--- config.mk ---
export PLATFORM = sky130hd
export DESIGN_NAME = pair_tlb
export DESIGN_NICKNAME = d
export VERILOG_FILES = /design/src/rtl/pair_tlb_pkg.sv /design/src/rtl/pair_tlb_entry.sv /design/src/rtl/pair_tlb_pick.sv /design/src/rtl/pair_tlb.sv
export SDC_FILE = /design/constraint.sdc
export NUM_CORES = 2
export LEC_CHECK = 0
export CORE_MARGIN = 5
export CORE_UTILIZATION = 25
export CTS_CLUSTER_DIAMETER = 60
export DETAILED_ROUTE_END_ITERATION = 8
export RECOVER_POWER = 100
export SYNTH_ARGS = -nofsm -noshare
export SYNTH_HDL_FRONTEND = slang
export SYNTH_SLANG_ARGS = --single-unit
--- constraint.sdc ---
create_clock -name clk -period 7.5 [get_ports clk]
set_clock_uncertainty 0.15 [all_clocks]
set_input_delay 1.125 -clock clk [delete_from_list [all_inputs] [get_ports clk]]
set_output_delay 1.125 -clock clk [all_outputs]
set_load 0.01 [all_outputs]
--- src/rtl/pair_tlb_pkg.sv ---
package pair_tlb_pkg;
  localparam int VA_W     = 32;
  localparam int PG_SHIFT = 12;
  localparam int VPN2_W   = VA_W - PG_SHIFT - 1;
  localparam int PFN_W    = VA_W - PG_SHIFT;
  localparam int MASK_W   = 12;
  localparam int CMASK_W  = MASK_W / 2;
  localparam int ATTR_W   = 3;
  localparam int LO_W     = PFN_W + ATTR_W + 3;
  localparam int VPAGE_W  = VA_W - PG_SHIFT;

  typedef enum logic [1:0] {
    LK_HIT      = 2'd0,
    LK_REFILL   = 2'd1,
    LK_INVALID  = 2'd2,
    LK_MODIFIED = 2'd3
  } lk_status_e;

  typedef struct packed {
    logic [PFN_W-1:0]  pfn;
    logic [ATTR_W-1:0] attr;
    logic              dirty;
    logic              valid;
  } half_t;

  // One stored bit per mask pair: set if either bit of the pair is set.
  function automatic logic [CMASK_W-1:0] mask_pack(input logic [MASK_W-1:0] m);
    logic [CMASK_W-1:0] c;
    for (int k = 0; k < CMASK_W; k++) c[k] = m[2*k] | m[2*k+1];
    return c;
  endfunction

  function automatic logic [MASK_W-1:0] mask_unpack(input logic [CMASK_W-1:0] c);
    logic [MASK_W-1:0] m;
    for (int k = 0; k < CMASK_W; k++) begin
      m[2*k]   = c[k];
      m[2*k+1] = c[k];
    end
    return m;
  endfunction

  // Tag compare with the masked tag bits treated as don't-care.
  function automatic logic tag_equal(input logic [VPN2_W-1:0] a,
                                     input logic [VPN2_W-1:0] b,
                                     input logic [MASK_W-1:0] ignore);
    logic [VPN2_W-1:0] care;
    care = ~{{(VPN2_W-MASK_W){1'b0}}, ignore};
    return ((a ^ b) & care) == '0;
  endfunction

  // vp is VA[31:12]; the highest set pair moves the select bit up by two.
  function automatic logic odd_pick(input logic [VPAGE_W-1:0] vp,
                                    input logic [CMASK_W-1:0] c);
    logic s;
    s = vp[0];
    for (int k = 0; k < CMASK_W; k++) if (c[k]) s = vp[2+2*k];
    return s;
  endfunction

  function automatic logic [VA_W-1:0] pa_build(input logic [PFN_W-1:0] pfn,
                                               input logic [CMASK_W-1:0] c,
                                               input logic [VA_W-1:0] va);
    logic [PFN_W-1:0] from_va;
    from_va = {{(PFN_W-MASK_W){1'b0}}, mask_unpack(c)};
    return {(pfn & ~from_va) | (va[VA_W-1:PG_SHIFT] & from_va), va[PG_SHIFT-1:0]};
  endfunction

  function automatic logic [LO_W-1:0] lo_encode(input half_t h, input logic g);
    return {h.pfn, h.attr, h.dirty, h.valid, g};
  endfunction
endpackage

--- src/rtl/pair_tlb_entry.sv ---
module pair_tlb_entry
  import pair_tlb_pkg::*;
#(
  parameter int ASID_W = 8
) (
  input  logic               clk,
  input  logic               rst_n,
  input  logic               we,
  input  logic               is_target,
  input  logic [VPN2_W-1:0]  w_vpn2,
  input  logic [ASID_W-1:0]  w_asid,
  input  logic               w_g,
  input  logic [CMASK_W-1:0] w_cmask,
  input  half_t              w_even,
  input  half_t              w_odd,
  input  logic [VPAGE_W-1:0] lk_vpage,
  input  logic [ASID_W-1:0]  lk_asid,
  input  logic [VPN2_W-1:0]  pr_vpn2,
  input  logic [ASID_W-1:0]  pr_asid,
  output logic               lk_match,
  output half_t              lk_half,
  output logic               pr_match,
  output logic               dup,
  output logic               q_init,
  output logic [VPN2_W-1:0]  q_vpn2,
  output logic [ASID_W-1:0]  q_asid,
  output logic               q_g,
  output logic [CMASK_W-1:0] q_cmask,
  output half_t              q_even,
  output half_t              q_odd
);
  logic [MASK_W-1:0] own_mask;
  logic [MASK_W-1:0] union_mask;

  always_ff @(posedge clk or negedge rst_n) begin
    if (!rst_n) begin
      q_init  <= 1'b0;
      q_vpn2  <= '0;
      q_asid  <= '0;
      q_g     <= 1'b0;
      q_cmask <= '0;
      q_even  <= '0;
      q_odd   <= '0;
    end else if (we) begin
      q_init  <= 1'b1;
      q_vpn2  <= w_vpn2;
      q_asid  <= w_asid;
      q_g     <= w_g;
      q_cmask <= w_cmask;
      q_even  <= w_even;
      q_odd   <= w_odd;
    end
  end

  assign own_mask   = mask_unpack(q_cmask);
  assign union_mask = own_mask | mask_unpack(w_cmask);

  always_comb begin
    lk_match = q_init
             && tag_equal(q_vpn2, lk_vpage[VPAGE_W-1:1], own_mask)
             && (q_g || (q_asid == lk_asid));
    lk_half  = odd_pick(lk_vpage, q_cmask) ? q_odd : q_even;
    pr_match = q_init
             && tag_equal(q_vpn2, pr_vpn2, own_mask)
             && (q_g || (q_asid == pr_asid));
    dup      = q_init && !is_target
             && tag_equal(q_vpn2, w_vpn2, union_mask)
             && (q_g || w_g || (q_asid == w_asid));
  end
endmodule

--- src/rtl/pair_tlb_pick.sv ---
module pair_tlb_pick #(
  parameter int N  = 16,
  parameter int IW = 4
) (
  input  logic [N-1:0]  req,
  output logic          found,
  output logic [IW-1:0] idx
);
  always_comb begin
    found = |req;
    idx   = '0;
    for (int k = N - 1; k >= 0; k--) begin
      if (req[k]) idx = IW'(k);
    end
  end
endmodule

--- src/rtl/pair_tlb.sv ---
module pair_tlb
  import pair_tlb_pkg::*;
#(
  parameter int ENTRIES = 16,
  parameter int ASID_W  = 8,
  localparam int IDX_W  = $clog2(ENTRIES)
) (
  input  logic                clk,
  input  logic                rst_n,
  input  logic [VA_W-1:0]     lk_va,
  input  logic [ASID_W-1:0]   lk_asid,
  input  logic                lk_store,
  output logic [VA_W-1:0]     lk_pa,
  output logic [ATTR_W-1:0]   lk_attr,
  output logic [1:0]          lk_status,
  input  logic                wr_en,
  input  logic [IDX_W:0]      wr_index,
  input  logic [MASK_W-1:0]   wr_mask,
  input  logic [VPN2_W-1:0]   wr_vpn2,
  input  logic [ASID_W-1:0]   wr_asid,
  input  logic [LO_W-1:0]     wr_lo0,
  input  logic [LO_W-1:0]     wr_lo1,
  input  logic                pr_en,
  input  logic [VPN2_W-1:0]   pr_vpn2,
  input  logic [ASID_W-1:0]   pr_asid,
  output logic                pr_miss,
  output logic [IDX_W-1:0]    pr_idx,
  input  logic [IDX_W-1:0]    rd_index,
  output logic [MASK_W-1:0]   rd_mask,
  output logic [VPN2_W-1:0]   rd_vpn2,
  output logic [ASID_W-1:0]   rd_asid,
  output logic [LO_W-1:0]     rd_lo0,
  output logic [LO_W-1:0]     rd_lo1,
  output logic                mchk,
  output logic                ts
);
  localparam logic [IDX_W:0] ENT_L = ENTRIES[IDX_W:0];

  // Named internal events, also used by the bound checker.
  logic               wr_in_range;
  logic               dup_evt;
  logic               wr_ok;
  logic [ENTRIES-1:0] dup_vec;
  logic [ENTRIES-1:0] init_vec;
  logic [ENTRIES-1:0] lk_vec;
  logic [ENTRIES-1:0] pr_vec;

  half_t              w_even, w_odd;
  logic               w_g;
  logic [CMASK_W-1:0] w_cmask;

  half_t              lk_half_arr [ENTRIES];
  logic [VPN2_W-1:0]  q_vpn2      [ENTRIES];
  logic [ASID_W-1:0]  q_asid      [ENTRIES];
  logic               q_g         [ENTRIES];
  logic [CMASK_W-1:0] q_cmask     [ENTRIES];
  half_t              q_even      [ENTRIES];
  half_t              q_odd       [ENTRIES];

  logic               lk_found, pr_found;
  logic [IDX_W-1:0]   lk_sel, pr_sel;
  half_t              lk_h;

  assign w_even  = half_t'(wr_lo0[LO_W-1:1]);
  assign w_odd   = half_t'(wr_lo1[LO_W-1:1]);
  assign w_g     = wr_lo0[0] & wr_lo1[0];
  assign w_cmask = mask_pack(wr_mask);

  assign wr_in_range = wr_index < ENT_L;
  assign dup_evt     = wr_en && wr_in_range && (|dup_vec);
  assign wr_ok       = wr_en && wr_in_range && !(|dup_vec);

  for (genvar i = 0; i < ENTRIES; i++) begin : g_slot
    logic lk_m, pr_m;
    pair_tlb_entry #(.ASID_W(ASID_W)) u_entry (
      .clk       (clk),
      .rst_n     (rst_n),
      .we        (wr_ok && (wr_index == (IDX_W+1)'(i))),
      .is_target (wr_index == (IDX_W+1)'(i)),
      .w_vpn2    (wr_vpn2),
      .w_asid    (wr_asid),
      .w_g       (w_g),
      .w_cmask   (w_cmask),
      .w_even    (w_even),
      .w_odd     (w_odd),
      .lk_vpage  (lk_va[VA_W-1:PG_SHIFT]),
      .lk_asid   (lk_asid),
      .pr_vpn2   (pr_vpn2),
      .pr_asid   (pr_asid),
      .lk_match  (lk_m),
      .lk_half   (lk_half_arr[i]),
      .pr_match  (pr_m),
      .dup       (dup_vec[i]),
      .q_init    (init_vec[i]),
      .q_vpn2    (q_vpn2[i]),
      .q_asid    (q_asid[i]),
      .q_g       (q_g[i]),
      .q_cmask   (q_cmask[i]),
      .q_even    (q_even[i]),
      .q_odd     (q_odd[i])
    );
    // Shutdown blocks every match.
    assign lk_vec[i] = lk_m && !ts;
    assign pr_vec[i] = pr_m && !ts;
  end

  pair_tlb_pick #(.N(ENTRIES), .IW(IDX_W)) u_lk_pick (
    .req   (lk_vec),
    .found (lk_found),
    .idx   (lk_sel)
  );

  pair_tlb_pick #(.N(ENTRIES), .IW(IDX_W)) u_pr_pick (
    .req   (pr_vec),
    .found (pr_found),
    .idx   (pr_sel)
  );

  assign lk_h = lk_half_arr[lk_sel];

  always_comb begin
    lk_pa   = '0;
    lk_attr = '0;
    if (!lk_found) begin
      lk_status = LK_REFILL;
    end else if (!lk_h.valid) begin
      lk_status = LK_INVALID;
    end else if (lk_store && !lk_h.dirty) begin
      lk_status = LK_MODIFIED;
    end else begin
      lk_status = LK_HIT;
      lk_pa     = pa_build(lk_h.pfn, q_cmask[lk_sel], lk_va);
      lk_attr   = lk_h.attr;
    end
  end

  always_ff @(posedge clk or negedge rst_n) begin
    if (!rst_n) begin
      pr_miss <= 1'b0;
      pr_idx  <= '0;
    end else if (pr_en) begin
      pr_miss <= !pr_found;
      pr_idx  <= pr_found ? pr_sel : '0;
    end
  end

  always_ff @(posedge clk or negedge rst_n) begin
    if (!rst_n) begin
      mchk <= 1'b0;
      ts   <= 1'b0;
    end else begin
      mchk <= dup_evt;
      if (dup_evt) ts <= 1'b1;
    end
  end

  always_comb begin
    rd_mask = mask_unpack(q_cmask[rd_index]);
    rd_vpn2 = q_vpn2[rd_index];
    rd_asid = q_asid[rd_index];
    rd_lo0  = lo_encode(q_even[rd_index], q_g[rd_index]);
    rd_lo1  = lo_encode(q_odd[rd_index], q_g[rd_index]);
  end
endmodule

# Yosys cells after proc, flatten, opt, wreduce, memory -nomap -nowiden
# Cells that the tools add are included.
# classes
n_bitwise,157
order_cmp,3
eq_ne,63
n_addsub,0
div,0
shifts,0
multipliers,0
reduce_logical,300
mux,178
# ops
operator,count
$and 19x19->19,48
$logic_not 19->1,48
$xor 19x19->19,48
$not 12->19,32
$mux 25,22
$eq 8x8->1,48
$bmux 25 s4,3
$or 12x12->12,16
$logic_and 1x1->1,164
$mux 4,33
$mux 1,98
$mux 32,3
$bmux 19 s4,1
$logic_or 1x1->1,64
$bmux 6 s4,2
$reduce_or 16->1,3
$eq 5x4->1 const B,8
$mux 19,2
$bmux 8 s4,1
$mux 6,4
$and 20x12->20,1
$and 20x20->20,1
$eq 5x3->1 const B,4
$logic_not 1->1,20
other kinds (14),27
# word_totals
mem_count,0
input_bits,172
word_cells,913
ff_bits,1367
rom_bits,0
ram_bits,0
output_inout_bits,135
latchBits,0

# Longest topological paths before layout
# logic_depth
ltp_word,32
mapped_depth,19
depth_no_buf,12

# By module
# From an unflattened synthesis, not the netlist that was laid out.
# hier_totals
cells_unflattened,8459
area_unflattened_um2,98181.7
# modules_own_cells
module,seq_area_each_um2,n_inst,area_per_inst_um2,cells_each
pair_tlb_entry,2127.0,16,5177.5,465
pair_tlb,175.2,1,14989.4,951
pair_tlb_pick,0.0,2,176.4,34

# Worst setup path after synthesis
# No wires, ideal clock.
# synth_timing
path_kind,input -> output
startpoint,input port lk_va[28]
endpoint,output port lk_pa[18]
t_required_ns,6.225
path_stages,17
path_buffers,5
arrival_time_ns,4.513
slack_ns,1.712
path_cell_list,buf_2 -> buf_4 -> xnor2_1 -> nand4_1 -> nor4_1 -> o211ai_2 -> and2_1 -> buf_4 -> o2111ai_1 -> buf_2 -> buf_1 -> mux2i_1 -> mux2i_1 -> a22oi_1 -> nand2_1 -> or4_1 -> a21oi_1
# synth_between
elab_chain_len,32
elab_cells_between_ends,129
classes_between,mux (25); bitwise (37); reduce/logical (67)
# synth_rtl
element,line,text
"start, declared",pair_tlb.sv:10,"input logic [VA_W-1:0] lk_va,"
$xor 19x19->19,pair_tlb_pkg.sv:48,return ((a ^ b) & care) == '0;
$and 19x19->19,pair_tlb_pkg.sv:48,
$logic_not 19->1,pair_tlb_pkg.sv:48,
$logic_and 1x1->1,pair_tlb_entry.sv:60,"&& tag_equal(q_vpn2, lk_vpage[VPAGE_W-1:1], own_mask)"
$logic_and 1x1->1,pair_tlb_entry.sv:61,&& (q_g || (q_asid == lk_asid));
$logic_and 1x1->1,pair_tlb.sv:103,assign lk_vec[i] = lk_m && !ts;
$mux 4 (16 in series),pair_tlb_pick.sv:13,if (req[k]) idx = IW'(k);
$not 4->5 (not written as such),"pair_tlb.sv:119, pair_tlb.sv:132",
$bmux 6 s4,pair_tlb.sv:132,"lk_pa = pa_build(lk_h.pfn, q_cmask[lk_sel], lk_va);"
$mux 6 (not written as such) (2 in series),pair_tlb.sv:132,
$not 12->20,pair_tlb_pkg.sv:65,"return {(pfn & ~from_va) | (va[VA_W-1:PG_SHIFT] & from_va), va[PG_SHIFT-1:0]};"
$and 20x20->20,pair_tlb_pkg.sv:65,
$or 20x20->20,pair_tlb_pkg.sv:65,
$mux 32,pair_tlb.sv:128,end else if (lk_store && !lk_h.dirty) begin
$mux 32,pair_tlb.sv:126,end else if (!lk_h.valid) begin
$mux 32 (*),pair_tlb.sv:124,if (!lk_found) begin
"end, declared",pair_tlb.sv:13,"output logic [VA_W-1:0] lk_pa,"
# Every way passes the cells marked *; elsewhere a longest branch is shown, timed or not. The select of a mux whose other input is x is not followed.

# Worst setup path after layout
# layout_timing
startpoint,input port wr_asid[0]
endpoint,register g_slot[0].u_entry.q_odd[14] (netlist name)
# layout_between
elab_chain_len,7
elab_cells_between_ends,52
classes_between,eq/ne (16); reduce/logical (36)
# layout_rtl
element,line,text
"start, declared",pair_tlb.sv:20,"input logic [ASID_W-1:0] wr_asid,"
$eq 8x8->1,pair_tlb_entry.sv:68,&& (q_g || w_g || (q_asid == w_asid));
$logic_or 1x1->1,pair_tlb_entry.sv:68,
$logic_and 1x1->1,pair_tlb_entry.sv:68,
$reduce_or 16->1 (*),pair_tlb.sv:71,assign wr_ok = wr_en && wr_in_range && !(|dup_vec);
$logic_not 1->1 (*),pair_tlb.sv:71,
$logic_and 1x1->1 (*),pair_tlb.sv:71,
$logic_and 1x1->1 (*),pair_tlb.sv:78,".we (wr_ok && (wr_index == (IDX_W+1)'(i))),"
# Every way passes the cells marked *; elsewhere a longest branch is shown, timed or not.
# A chain may end at the register's enable or synchronous reset.

==> impl_metrics.csv <==
group,metric,value,unit
timing,worstMarginPinSlew,4.336,ns
clock_network,numCtsBuffers,191,
status,violated_checks,"max-capacitance violations, max-slew violations, negative setup slack",
worst_setup_path,worstSetupStartpointType,"primary input",
floorplan,fp.dieArea,365200,sq um
floorplan,num_rows,218,
cells_and_area,flow.area_growth_from_synthesis,22.08,%
placement,gp_routability_congestion,1.111,
worst_setup_path,critPathCaptureType,"register",
clock_network,path_clk_slew,0.06,ns
worst_setup_path,worst_path_top_cell_family_by_delay,"simple AND/OR/NAND/NOR gates",
routing,post_drt_wl_per_cell,32.80,microns
floorplan,start_util,25.07,%
timing,hold_viol_final,0,
pwr,switching_share,34.89,%
pwr,worst_ir_drop_vdd,202.8,uV
timing,fin_ws,-0.1247,ns
clock_network,clk_path_buf_depth,4,
synthesis,post-synth-top-area-fraction,38.74,%
routing,number_of_detailed_routing_iterations_run_before_antenna_repair,5,
clock_network,root_buffer,"clkbuf_16",
worst_setup_path,cp_data_arrival_time,8.20,ns
worst_setup_path,critPathRequiredTime,8.07,ns
routing,final_wirelength,417.7,mm
synthesis,post_synthesis_cell_type_with_the_largest_combined_area,"dfrtp_1",
run,max_cap_violations,16,
grt,grt_antenna_before_repair,62,
synthesis,cell_variety_after_synth,79,
status,run_status,"complete, but fails checks",
routing,route.detailed.vias_per_inst,5.439,
placement,dp_worst_setup_slack,-0.4043,ns
synthesis,yosysSeqAreaShare,38.74,%
worst_setup_path,critPathMaxFanout,21,
timing,min_period,7.625,ns
placement,post-place-cells,12290,
synthesis,avgSynthCellArea,12.16,sq um
floorplan,io_pins,307,
cells_and_area,design.final.nets,7982,
pwr,power.switching,9.557,mW
grt,globalRoute.totalOverflow,0,
timing,max-slew-margin-rel,-189.1,%
synthesis,netlist_top_cells_area,"dfrtp_1 (39%), mux2_2 (18%), mux4_2 (11%), xnor2_1 (10%), mux2i_1 (4.4%)",
cells_and_area,drive_gt1_share,38.42,%
placement,place_hpwl,302.2,mm
pwr,clockPowerShare,35.3,%
floorplan,width_of_the_die,604.3,microns
timing,final-setup-viol-count,322,
clock_network,tritoncts_num_sinks,1367,
grt,first_global_vias,69650,
routing,num_vias,69270,
timing,slew_viol_final,1014,
synthesis,most_used_dff_post_synth,"dfrtp_1",
hold_path,kind_of_path_behind_the_tightest_hold_check,"register to register",
worst_setup_path,cp_num_buf_inv,3,
worst_setup_path,worst-setup-path-type,"primary input to register",
routing,route.detailed.drc,0,
grt,wire_length_of_the_first_global_routing_pass,575.4,mm
clock_network,clkLatencyLatePin,0.92,ns
timing,final_min_period_over_clock_period,101.7,%
worst_setup_path,critical_path.slowest_cell,"nor4_1",
cells_and_area,final_cell_count_no_fill,12740,
floorplan,standard_cell_core_area,352100,sq um
clock_network,tritoncts,"built",
grt,track_usage,22.01,%
pwr,cell_internal_pwr,17.84,mW
synthesis,synth-edff-count,0,
synthesis,synth_nets,7433,
synthesis,netlist_area,88300,sq um
synthesis,post_synth_inst_count,7261,
pwr,pwr-share-seq,35.7,%
routing,detail_route.iter0.violations,7575,
timing,setup_repair_after_global_routing_missed_its_margin,"true",
synthesis,yosysWarningCount,0,
routing,number_of_nets_with_antenna_violations_after_routing,0,
grt,grt_start_max_net_pins,197,
worst_setup_path,cp_peak_stage_delay,1.91,ns
synthesis,synthArstFlopShare,100.0,%
placement,numPortBuffers,306,
timing,fmax,0.1312,GHz
pwr,leakage_power_summed_over_all_cells,45.59,nW
floorplan,die-height,604.3,microns
worst_setup_path,cp_cell_sequence,"dlygate4sd3_1, xor2_1, nor4_1, a211oi_1, nor4_1, nand4_1, nand4_1, or4_1, nor3b_1, nand2_1, nor2_4, clkbuf_2, clkbuf_4, mux2_2",
pwr,cellPowerDensity,254.1,nW/um^2
pwr,power_frac_comb,28.9,%
clock_network,cts_htree_levels,4,
synthesis,ys_ff_latch,1367,
metal layers:
metal / global-route usage (%) / routed length [microns]
met3: 5.335 / 38530
met1: 27.52 / 160300
met4: 14.60 / 34020
met5: 0 / 200
met2: 33.72 / 184600
path summary, 6_finish.rpt:
kind                                              startpoint                      endpoint  slack [ns]  depth (start not counted)
worst max-delay path                              wr_asid[0]   g_slot[0].u_entry.q_odd[14]       -0.12                         14
worst min-delay path               g_slot[14].u_entry.q_init     g_slot[14].u_entry.q_init        0.34                          1
worst max register to register  g_slot[15].u_entry.q_asid[3]   g_slot[0].u_entry.q_odd[14]        0.45                         13
worst min register to register     g_slot[14].u_entry.q_init     g_slot[14].u_entry.q_init        0.34                          1
max in group asynchronous                              rst_n  g_slot[9].u_entry.q_even[23]        1.10                          3
min in group asynchronous                              rst_n   g_slot[1].u_entry.q_even[7]        1.51                          1
power groups by stage:
stage / Sequential [mW] / Combinational [mW] / Clock, mW
after floorplan: 9.34 / 4.48 / 0
after global placement: 9.82 / 7.63 / 0
after detailed placement: 9.86 / 7.70 / 0
after CTS: 9.74 / 7.76 / 9.82
after global routing: 9.88 / 8.19 / 10.1
final: 9.79 / 7.92 / 9.68
cells by family after synthesis:
group,count (synthesis),synth area share [%]
and+or+nand+nor,855,5.114
AOI/OAI and AO/OA,750,5.599
buffers and inverters,705,3.703
muxes,2288,33.99
DFF,1367,38.74
xor gates and xnor gates,1296,12.86
cells in the mapped netlist (49+ instances only):
master / instances
a21oi_1: 273
nor2_1: 166
clkbuf_1: 317
mux2i_1: 388
xnor2_1: 1023
buf_2: 261
buf_1: 49
nand2_1: 187
o21ai_0: 67
mux4_2: 420
mux2_2: 1450
dfrtp_1: 1367
xor2_1: 273
nand4_1: 178
nor4_1: 145
o211ai_1: 105
a211oi_1: 134
cells in the final DEF, fill, tap and decap left out, types with 24 or more instances in the layout:
cell                n
a21oi_1           259
clkbuf_4           28
nor2_1            156
xor2_1            273
clkbuf_8           32
a22oi_1            33
o211ai_1          105
buf_12             79
clkbuf_2           50
diode_2            41
mux4_2            420
nand4_1           178
clkdlybuf4s50_1   178
clkbuf_16         197
clkbuf_1           58
o2111ai_1          27
dlygate4sd3_1      67
nand3_1            43
clkinv_2           24
inv_1              24
mux2_2           1450
buf_4             532
nor2b_1            36
mux2i_1           385
a211oi_1          128
nor4_1            133
o21ai_0            66
xnor2_1          1020
nand2_1           185
mux2_1             30
dfrtp_1          1366
area by class of cell:
| cell class | instances | area, sq um |
|---|---|---|
| Sequential cell | 1367 | 34210 |
| Clock buffer | 253 | 5386 |
| Multi-Input combinational cell | 5189 | 51400 |
| Inverter | 25 | 93.84 |
| Clock inverter | 94 | 1279 |
| Tap cell | 4730 | 5918 |
| Fill cell | 35580 | 244300 |
| Antenna cell | 41 | 102.6 |
| Timing Repair Buffer | 1036 | 9404 |
state kept, by name, summed over array words and instances, names as in the netlist, 4 cells and up:
name and count:
g_slot.u_entry.q_asid 128, g_slot.u_entry.q_vpn2 304, g_slot.u_entry.q_even 400, g_slot.u_entry.q_odd 400
g_slot.u_entry.q_init 16, g_slot.u_entry.q_g 16, g_slot.u_entry.q_cmask 96, pr_idx 4
worst reg2reg max path, stage by stage, from the launching register on:
cell and delay (ns):
dfrtp_1 0.51, xor2_1 0.22, nor4_1 0.74, a211oi_1 0.29
nor4_1 1.91, nand4_1 0.26, nand4_1 0.28, or4_1 0.29
nor3b_1 0.15, nand2_1 0.36, nor2_4 0.04, clkbuf_2 0.75
clkbuf_4 0.57, mux2_2 0.33
stage by stage:
step	power [mW]	setup TNS, ns	util, %	hold slack (ns)	area, sq um
after floorplan	13.82	0	-	0.3043	88300
after global placement	17.45	-4.593	28.70	0.3243	101100
after global routing	28.17	-1.333	30.60	0.3536	107800
after detailed placement	17.56	-4.399	28.70	0.3287	101100
after CTS	27.32	0	30.73	0.1176	108200
final	27.39	-13.21	30.61	0.3355	107800
timing repair:
| item | in CTS | in global routing |
|---|---|---|
| gates resized for setup | 32 | 75 |
| endpoints found under the setup margin | 37 | 35 |
| hold buffers | 0 | 0 |
| pin swaps | 15 | 23 |
| gates cloned | 2 | 3 |
| buffers inserted | 26 | 28 |
Note: power is estimated with default switching activity, not from simulation.
